## config.mk

```make
export PLATFORM = sky130hd
export DESIGN_NAME = adc_burst_seq
export DESIGN_NICKNAME = d
export VERILOG_FILES = /design/src/rtl/adc_seq_pkg.sv /design/src/rtl/adc_seq_ctrl.sv /design/src/rtl/adc_seq_datapath.sv /design/src/rtl/adc_burst_seq.sv
export SDC_FILE = /design/constraint.sdc
export NUM_CORES = 1
export LEC_CHECK = 0
export BUFFER_PORTS_ARGS = -buffer_cell sky130_fd_sc_hd__buf_2
export CORE_MARGIN = 4
export CORE_UTILIZATION = 36
export DETAILED_ROUTE_END_ITERATION = 16
export SLEW_MARGIN = 0
export SYNTH_ARGS = -nofsm -noshare
export SYNTH_HDL_FRONTEND = slang
export SYNTH_HIERARCHICAL = 1
export SYNTH_SLANG_ARGS = --single-unit
```

## constraint.sdc

```tcl
create_clock -name clk -period 6 [get_ports clk]
set_input_delay 0.6 -clock clk [delete_from_list [all_inputs] [get_ports clk]]
set_output_delay 0.6 -clock clk [all_outputs]
set_load 0.01 [all_outputs]
```

## src/rtl/adc_seq_pkg.sv

```systemverilog
package adc_seq_pkg;
  typedef enum logic [1:0] {
    SEQ_IDLE = 2'd0,
    SEQ_CONV = 2'd1,
    SEQ_GAP  = 2'd2
  } seqState_t;

  typedef struct packed {
    logic startConv;
    logic resolveBit;
    logic publish;
  } seqStrobe_t;
endpackage

```

## src/rtl/adc_seq_ctrl.sv

```systemverilog
module adc_seq_ctrl
  import adc_seq_pkg::*;
#(
  parameter int NUM_CH     = 4,
  parameter int RES_BITS   = 10,
  parameter int CONV_CLKS  = 65,
  parameter int DIV_W      = 8,
  parameter int PCLK_HZ    = 100_000_000,
  parameter int MAX_ADC_HZ = 13_000_000,
  localparam int CHW       = $clog2(NUM_CH),
  localparam int BIT_W     = $clog2(RES_BITS)
) (
  input  logic               clk,
  input  logic               rstN,
  input  logic               burstEn,
  input  logic [NUM_CH-1:0]  chanMask,
  input  logic [DIV_W-1:0]   clkDiv,
  output seqStrobe_t         strobe,
  output logic [BIT_W-1:0]   bitSel,
  output logic [CHW-1:0]     curChan,
  output logic               divInvalid
);
  localparam int CNT_W     = $clog2(CONV_CLKS);
  localparam int LAST_BIT  = CONV_CLKS - 2;
  localparam int FIRST_BIT = LAST_BIT - RES_BITS + 1;
  localparam int MIN_DIVP1 = (PCLK_HZ + MAX_ADC_HZ - 1) / MAX_ADC_HZ;

  seqState_t         state;
  logic [DIV_W-1:0]  divCnt;
  logic [CNT_W-1:0]  phaseCnt;
  logic              tick;
  logic              canStart;

  function automatic logic [CHW-1:0] lowestChan(input logic [NUM_CH-1:0] m);
    logic [CHW-1:0] r;
    r = '0;
    for (int i = NUM_CH - 1; i >= 0; i--) begin
      if (m[i]) r = CHW'(i);
    end
    return r;
  endfunction

  function automatic logic [CHW-1:0] nextChan(input logic [NUM_CH-1:0] m,
                                              input logic [CHW-1:0] c);
    logic [CHW-1:0] r;
    int idx;
    r = c;
    for (int k = NUM_CH - 1; k >= 1; k--) begin
      idx = (int'(c) + k) % NUM_CH;
      if (m[idx]) r = CHW'(idx);
    end
    return r;
  endfunction

  assign divInvalid = (int'(clkDiv) + 1) < MIN_DIVP1;
  assign canStart   = burstEn && !divInvalid && (|chanMask);
  assign tick       = (state != SEQ_IDLE) && (divCnt >= clkDiv);

  always_comb begin
    strobe.startConv  = ((state == SEQ_IDLE) && canStart) ||
                        ((state == SEQ_GAP) && tick && canStart);
    strobe.resolveBit = (state == SEQ_CONV) && tick &&
                        (int'(phaseCnt) >= FIRST_BIT) && (int'(phaseCnt) <= LAST_BIT);
    strobe.publish    = (state == SEQ_CONV) && tick &&
                        (int'(phaseCnt) == CONV_CLKS - 1);
    bitSel            = BIT_W'(LAST_BIT - int'(phaseCnt));
  end

  always_ff @(posedge clk) begin
    if (!rstN) begin
      state    <= SEQ_IDLE;
      divCnt   <= '0;
      phaseCnt <= '0;
      curChan  <= '0;
    end else begin
      case (state)
        SEQ_IDLE: begin
          divCnt   <= '0;
          phaseCnt <= '0;
          if (canStart) begin
            state   <= SEQ_CONV;
            curChan <= lowestChan(chanMask);
          end
        end
        SEQ_CONV: begin
          divCnt <= tick ? '0 : divCnt + 1'b1;
          if (tick) begin
            if (int'(phaseCnt) == CONV_CLKS - 1) state <= SEQ_GAP;
            else phaseCnt <= phaseCnt + 1'b1;
          end
        end
        default: begin
          divCnt <= tick ? '0 : divCnt + 1'b1;
          if (tick) begin
            phaseCnt <= '0;
            if (|chanMask) curChan <= nextChan(chanMask, curChan);
            state <= canStart ? SEQ_CONV : SEQ_IDLE;
          end
        end
      endcase
    end
  end
endmodule

```

## src/rtl/adc_seq_datapath.sv

```systemverilog
module adc_seq_datapath
  import adc_seq_pkg::*;
#(
  parameter int NUM_CH   = 4,
  parameter int RES_BITS = 10,
  localparam int CHW     = $clog2(NUM_CH),
  localparam int BIT_W   = $clog2(RES_BITS)
) (
  input  logic                         clk,
  input  logic                         rstN,
  input  seqStrobe_t                   strobe,
  input  logic [BIT_W-1:0]             bitSel,
  input  logic [CHW-1:0]               curChan,
  input  logic                         cmpIn,
  input  logic                         globalRd,
  output logic [RES_BITS-1:0]          trialCode,
  output logic [RES_BITS-1:0]          globalResult,
  output logic [CHW-1:0]               globalChan,
  output logic                         globalDone,
  output logic                         globalOverrun,
  output logic [NUM_CH*RES_BITS-1:0]   chanResult,
  output logic [NUM_CH-1:0]            chanDone
);
  logic [RES_BITS-1:0] sar;

  always_ff @(posedge clk) begin
    if (!rstN) begin
      sar <= '0;
    end else if (strobe.startConv) begin
      sar <= {1'b1, {(RES_BITS-1){1'b0}}};
    end else if (strobe.resolveBit) begin
      sar[bitSel] <= cmpIn;
      if (bitSel != '0) sar[bitSel - 1'b1] <= 1'b1;
    end
  end

  assign trialCode = sar;

  always_ff @(posedge clk) begin
    if (!rstN) begin
      globalResult  <= '0;
      globalChan    <= '0;
      globalDone    <= 1'b0;
      globalOverrun <= 1'b0;
    end else if (strobe.publish) begin
      globalResult  <= sar;
      globalChan    <= curChan;
      globalDone    <= 1'b1;
      globalOverrun <= globalDone && !globalRd;
    end else if (globalRd) begin
      globalDone    <= 1'b0;
      globalOverrun <= 1'b0;
    end
  end

  for (genvar i = 0; i < NUM_CH; i++) begin : gChanReg
    logic [RES_BITS-1:0] chRes;
    always_ff @(posedge clk) begin
      if (!rstN) begin
        chRes       <= '0;
        chanDone[i] <= 1'b0;
      end else if (strobe.publish && (int'(curChan) == i)) begin
        chRes       <= sar;
        chanDone[i] <= 1'b1;
      end
    end
    assign chanResult[i*RES_BITS +: RES_BITS] = chRes;
  end
endmodule

```

## src/rtl/adc_burst_seq.sv

```systemverilog
module adc_burst_seq
  import adc_seq_pkg::*;
#(
  parameter int NUM_CH     = 4,
  parameter int RES_BITS   = 10,
  parameter int CONV_CLKS  = 65,
  parameter int DIV_W      = 8,
  parameter int PCLK_HZ    = 100_000_000,
  parameter int MAX_ADC_HZ = 13_000_000,
  localparam int CHW       = $clog2(NUM_CH),
  localparam int BIT_W     = $clog2(RES_BITS)
) (
  input  logic                        clk,
  input  logic                        rstN,
  input  logic                        burstEn,
  input  logic [NUM_CH-1:0]           chanMask,
  input  logic [DIV_W-1:0]            clkDiv,
  input  logic                        cmpIn,
  input  logic                        globalRd,
  output logic [RES_BITS-1:0]         trialCode,
  output logic [CHW-1:0]              muxSel,
  output logic [RES_BITS-1:0]         globalResult,
  output logic [CHW-1:0]              globalChan,
  output logic                        globalDone,
  output logic                        globalOverrun,
  output logic [NUM_CH*RES_BITS-1:0]  chanResult,
  output logic [NUM_CH-1:0]           chanDone,
  output logic                        divInvalid
);
  seqStrobe_t        strobe;
  logic [BIT_W-1:0]  bitSel;

  adc_seq_ctrl #(
    .NUM_CH(NUM_CH), .RES_BITS(RES_BITS), .CONV_CLKS(CONV_CLKS),
    .DIV_W(DIV_W), .PCLK_HZ(PCLK_HZ), .MAX_ADC_HZ(MAX_ADC_HZ)
  ) u_ctrl (
    .clk(clk), .rstN(rstN), .burstEn(burstEn), .chanMask(chanMask),
    .clkDiv(clkDiv), .strobe(strobe), .bitSel(bitSel),
    .curChan(muxSel), .divInvalid(divInvalid)
  );

  adc_seq_datapath #(
    .NUM_CH(NUM_CH), .RES_BITS(RES_BITS)
  ) u_dp (
    .clk(clk), .rstN(rstN), .strobe(strobe), .bitSel(bitSel),
    .curChan(muxSel), .cmpIn(cmpIn), .globalRd(globalRd),
    .trialCode(trialCode), .globalResult(globalResult),
    .globalChan(globalChan), .globalDone(globalDone),
    .globalOverrun(globalOverrun), .chanResult(chanResult),
    .chanDone(chanDone)
  );
endmodule

```

# After elaboration in Yosys (flattened, before gate mapping)
# Cells that the tools add are included.
dict set report word_totals {
  register_bits 87
  inputBits 17
  output_inout_bits 71
  elab_cells 132
}
dict set report op_classes {
  n_addsub 8
  order_cmp 11
  n_eq_ne 10
  mux 41
  bitwise 6
  reduce_logical 38
}
# cell n
set op_table {}
lappend op_table {{32-bit by 5-bit less-than comparator with 1-bit output, second input constant} 1}
lappend op_table {{10-bit two-way mux} 3}
lappend op_table {{2-bit two-way mux} 14}
lappend op_table {{7-bit two-way mux} 3}
lappend op_table {{1-bit logical AND} 17}
lappend op_table {{7-bit case mux with 2 select lines} 1}
lappend op_table {{3-bit by 4-bit less-than comparator with 1-bit output, second input constant} 3}
lappend op_table {{1-bit two-way mux} 12}
lappend op_table {{10-bit bitwise mux} 1}
lappend op_table {{4-bit by 5-bit less-than comparator with 1-bit output, second input constant} 2}
lappend op_table {{10-bit bitwise OR} 1}
lappend op_table {{2-bit nonzero test} 5}
lappend op_table {{8-bit by 1-bit adder with 9-bit output, second input constant} 1}
lappend op_table {{8-bit by 1-bit adder with 8-bit output, second input constant} 1}
lappend op_table {{1-bit demux with 4-bit select} 2}
lappend op_table {{4-bit by 1-bit greater-or-equal comparator with 1-bit output, second input constant} 2}
lappend op_table {{8-bit greater-or-equal comparator} 1}
lappend op_table {{2-bit case mux with 2 select lines} 2}
lappend op_table {{4-bit nonzero test} 2}
lappend op_table {{2-bit OR reduction} 4}
lappend op_table {{7-bit by 1-bit adder with 7-bit output, second input constant} 1}
lappend op_table {{7-bit equality test, second input constant} 1}
lappend op_table {{7-bit by 6-bit greater-or-equal comparator with 1-bit output, second input constant} 1}
lappend op_table {{7-bit by 6-bit <= comparator with 1-bit output, second input constant} 1}
lappend op_table {{other kinds (19)} 32}

# Logic depth before layout (Yosys ltp)
dict set report depth {
  word_depth 12
  mapped_depth 12
  depth_no_buf 9
}

# By module
# The synthesis kept the hierarchy.
# module n_inst cells_each area_each_um2 seq_area_each_um2
set by_module_without_submodules {}
lappend by_module_without_submodules {adc_seq_datapath 1 262 2521.2 1361.3}
lappend by_module_without_submodules {adc_seq_ctrl 1 180 1377.6 380.4}

# Least setup slack after synthesis
# No wires, ideal clock.
dict set report synth_timing {
  path_kind {input to register}
  from {input port clkDiv[2]}
  to {register u_dp.gChanReg[2].chRes[8]}
  setup_time_ps 128
  t_arrival_ps 2690
  required_ps 5872
  setup_slack_ps 3182
  cell_stages 12
  path_buffers 3
  path_cell_list {inv_1 -> ha_1 -> a211oi_1 -> o21ai_1 -> a211oi_4 -> buf_2 -> nor3_1 -> buf_2 -> nand3b_1 -> buf_2 -> mux2i_1 -> nor2_1}
}
# element line_no
set synth_lines {}
lappend synth_lines {{from (decl)} adc_burst_seq.sv:17} ;# input logic [DIV_W-1:0] clkDiv,
lappend synth_lines {{to (signal assigned)} adc_seq_datapath.sv:63} ;# chRes <= sar;
lappend synth_lines {{to (decl)} adc_seq_datapath.sv:57} ;# logic [RES_BITS-1:0] chRes;

==> reports/qor.yml <==
worst_setup_path:
  cp_data_arrival_time_ns: 4.01
  worstPathCellList: "inv_1 -> ha_1 -> nor2b_1 -> o21ai_1 -> a211oi_4 -> nor3_2 -> buf_4 -> nor3b_2 -> mux2i_1 -> nor2_1"
  rrSetupSlack_ns: 2.21
  worst_path_max_delay_cell: "nor3_2"
  cpPeakStageDelay_ns: 0.90
  critPathRequiredTime_ns: 6.21
  cp_top_family: "simple AND/OR/NAND/NOR gates"
  r2r-end: "u_dp/gChanReg[0].chRes[6]"
  cp_max_fo: 17
  cp-end-kind: "flop"
  critPathLaunchType: "flop"
  r2r_cells: 10
  rr_startpoint: "u_ctrl/divCnt[0]"
  cp.buffers_inverters: 2
  critical_path_class: "flop to flop"
global_route:
  antenna_found_initial: 0
  first_global_vias: 3110
  grt_max_degree: 57
  grt_pass1_wl_mm: 16.0
  grt-ovfl-total: 0
  grt_util_all_layers_pct: 15.5
clock_tree:
  htreeDepth: 3
  cts_made_buffers: 9
  cts-resized-gates: 0
  clockBufferDepth: 2
  cts.sinks: 87
  clk_pin_slew_ns: 0.09
  clock-root-buffer: "clkbuf_8"
  cts_setup_buffers: 0
  clk_latency_ns: 0.35
  hold_buffers: 0
  cts_tree: "done"
routing:
  ant_nets: 0
  wl_per_cell_um: 14.7
  vias: 3298
  routed_wl_mm: 9.71
  first_pass_iters: 5
  vias_per_cell: 5.00
  drt_iter0_drc: 183
  drc: 0
timing:
  fin_skew_ns: 0.0132
  hold_viol: 0
  max-slew-margin-rel_pct: 28.9
  report.final.slew_viol_count: 0
  setup_viol: 0
  max_freq_mhz: 264
  holdWs_ns: 0.438
  worstMarginPinSlew_ns: 1.06
  rsz0062_at_grt: "no"
  period_share_pct: 63.2
  setup_tns_ns: 0
  fin_crit_ns: 3.79
floorplan:
  initial_core_util_pct: 37.4
  die_area_um2: 12600
  ios: 88
  coreArea_um2: 10400
  rows: 37
  die_h_um: 112
  chipWidth_um: 112
synthesis:
  async_reset_ff_share_pct: 0
  synth-main-ff-cell: "dfxtp_1"
  synth.yosys.warnings: 6
  netlist_area_um2: 3900
  synth_edf_count: 0
  yosys_register_bits: 87
  synth_cell_types: 54
  synthesis.nets: 470
  syn_avg_cell_area_um2: 8.82
  synthCells: 442
  yosysSeqAreaShare_pct: 44.7
min_path:
  holdPathEnd: "u_dp/globalOverrun"
  holdCritStartpoint: "globalRd"
  min_path_type: "input pin to flop"
  holdPathStages: 2
layout:
  seqCellArea_um2: 1740
  antenna_cells: 0
  area_growth_pct: 17.9
  finalNetCount: 547
  drive_gt1_share_pct: 21.9
  n_fill_cell: 1032
  multi_input_area_um2: 1980
place:
  place.gp.congestion: 0.776
  post-dp-hpwl_mm: 6.98
  portBuffers: 87
power_and_ir_drop:
  ir_drop_v: 0.0000923
  p_per_area_nw_per_um2: 223
  leakage_nw: 2.02
outcome:
  outcome: "finished, final reports clean"
run:
  cap_violations: 0
-- area by class of cell --
class / count / area share [%]
Clock buffer: 9 / 2.69
Clock inverter: 7 / 1.22
Inverter: 20 / 1.63
Multi-Input combinational cell: 312 / 43.1
Sequential cell: 87 / 37.9
Tap cell: 136 / 3.70
Timing Repair Buffer: 89 / 9.80
-- flip-flops by register name (all words and copies together) (netlist names) --
name / cells
u_dp/globalOverrun: 1
u_dp/globalResult: 10
u_ctrl/curChan: 2
u_ctrl/state: 2
u_dp/globalChan: 2
u_dp/chanDone: 4
u_ctrl/phaseCnt: 7
u_ctrl/divCnt: 8
u_dp/gChanReg.chRes: 40
u_dp/globalDone: 1
u_dp/trialCode: 10
-- cell families (layout without fill, tap and decap cells) --
logic type      after synthesis  count (layout)  share of synthesized area [%]
mux                          44              44                           11.3
xor+xnor                      9               9                           2.02
flops                        87              87                           44.7
fa+ha+maj                    11              11                           3.53
compound gates               82              82                           13.4
buf+inv                      43             125                           4.65
simple gates                166             166                           20.4
-- power breakdown --
part,total (W),internal (W),switching [W]
logic,0.0000582,0.0000226,0.0000356
clock network,0.000377,0.000156,0.000222
registers,0.000592,0.000580,0.0000116
-- per-layer routing --
metal / wire length (um) / track usage, % / share of wire [%]
met1: 4630 / 21.4 / 48
met2: 4360 / 24.1 / 45
met3: 649 / 4.58 / 6.7
met4: 74 / 3.69 / 0.76
met5: 0 / 0 / 0
-- through the flow --
step / util [%] / setup slack (ns) / instance area, um2 / std cells / total power, W
3_3_place_gp: 42.4 / 2.05 / 4420 / 644 / 0.000662
5_1_grt: 44.1 / 1.93 / 4600 / 660 / 0.00108
3_5_place_dp: 42.4 / 1.96 / 4420 / 644 / 0.000663
2_1_floorplan: - / 3.18 / 3900 / 442 / 0.000644
6_report: 44.1 / 2.21 / 4600 / 660 / 0.00103
4_1_cts: 44.1 / 2.21 / 4600 / 660 / 0.00104
-- synthesized netlist by cell type, drive strengths merged, types with 2 or more instances --
cell type	number	area share, %
a211oi	5	1.3
o21ai	21	2.7
xor2	5	1.1
clkbuf	11	1.1
a311oi	4	1.1
o311ai	2	0.45
a31oi	3	0.48
nor4	2	0.32
mux2i	44	11
and3	3	0.48
nand2b	6	0.96
buf	12	1.7
nor3b	4	1.0
and3b	3	0.67
xnor2	4	0.90
o311a	2	0.51
o22ai	2	0.32
inv	20	1.9
nand3	11	1.4
o211ai	3	0.58
nor3	3	0.38
nand4	4	0.64
nor2	75	7.3
dfxtp	87	45
or2	2	0.39
or3	4	0.64
o21bai	2	0.38
nand3b	4	0.77
nor2b	7	1.1
a21oi	31	4.0
nand2	33	3.2
ha	11	3.5
-- cell usage in the layout (no fill, tap or decap), types with 3 or more instances in the layout --
cell,count
nand3_1,11
a31oi_1,3
xor2_1,5
dfxtp_1,87
buf_2,87
a21oi_1,31
o211ai_1,3
nand3b_1,4
mux2i_1,44
nor2b_1,7
xnor2_1,4
or3_1,4
ha_1,11
a211oi_1,4
nand2_1,33
inv_1,19
and3b_1,3
nand4_1,4
clkbuf_8,9
o21ai_0,20
a311oi_1,3
and3_1,3
inv_6,3
nor2_1,74
nand2b_1,6
-- how the worst max path moves through the flow --
stage,cells after the start,start,slack (ns),endpoint
floorplan,12,clkDiv[2],3.18,u_dp/gChanReg[2].chRes[8]
global placement,11,clkDiv[2],2.05,u_dp/gChanReg[0].chRes[0]
detailed placement,11,clkDiv[2],1.96,u_dp/gChanReg[0].chRes[6]
CTS,10,u_ctrl/divCnt[0],2.21,u_dp/gChanReg[0].chRes[5]
global route,10,u_ctrl/divCnt[0],1.93,u_dp/gChanReg[0].chRes[5]
finish,10,u_ctrl/divCnt[0],2.21,u_dp/gChanReg[0].chRes[6]
No activity file was read; power rests on OpenSTA's default activity.
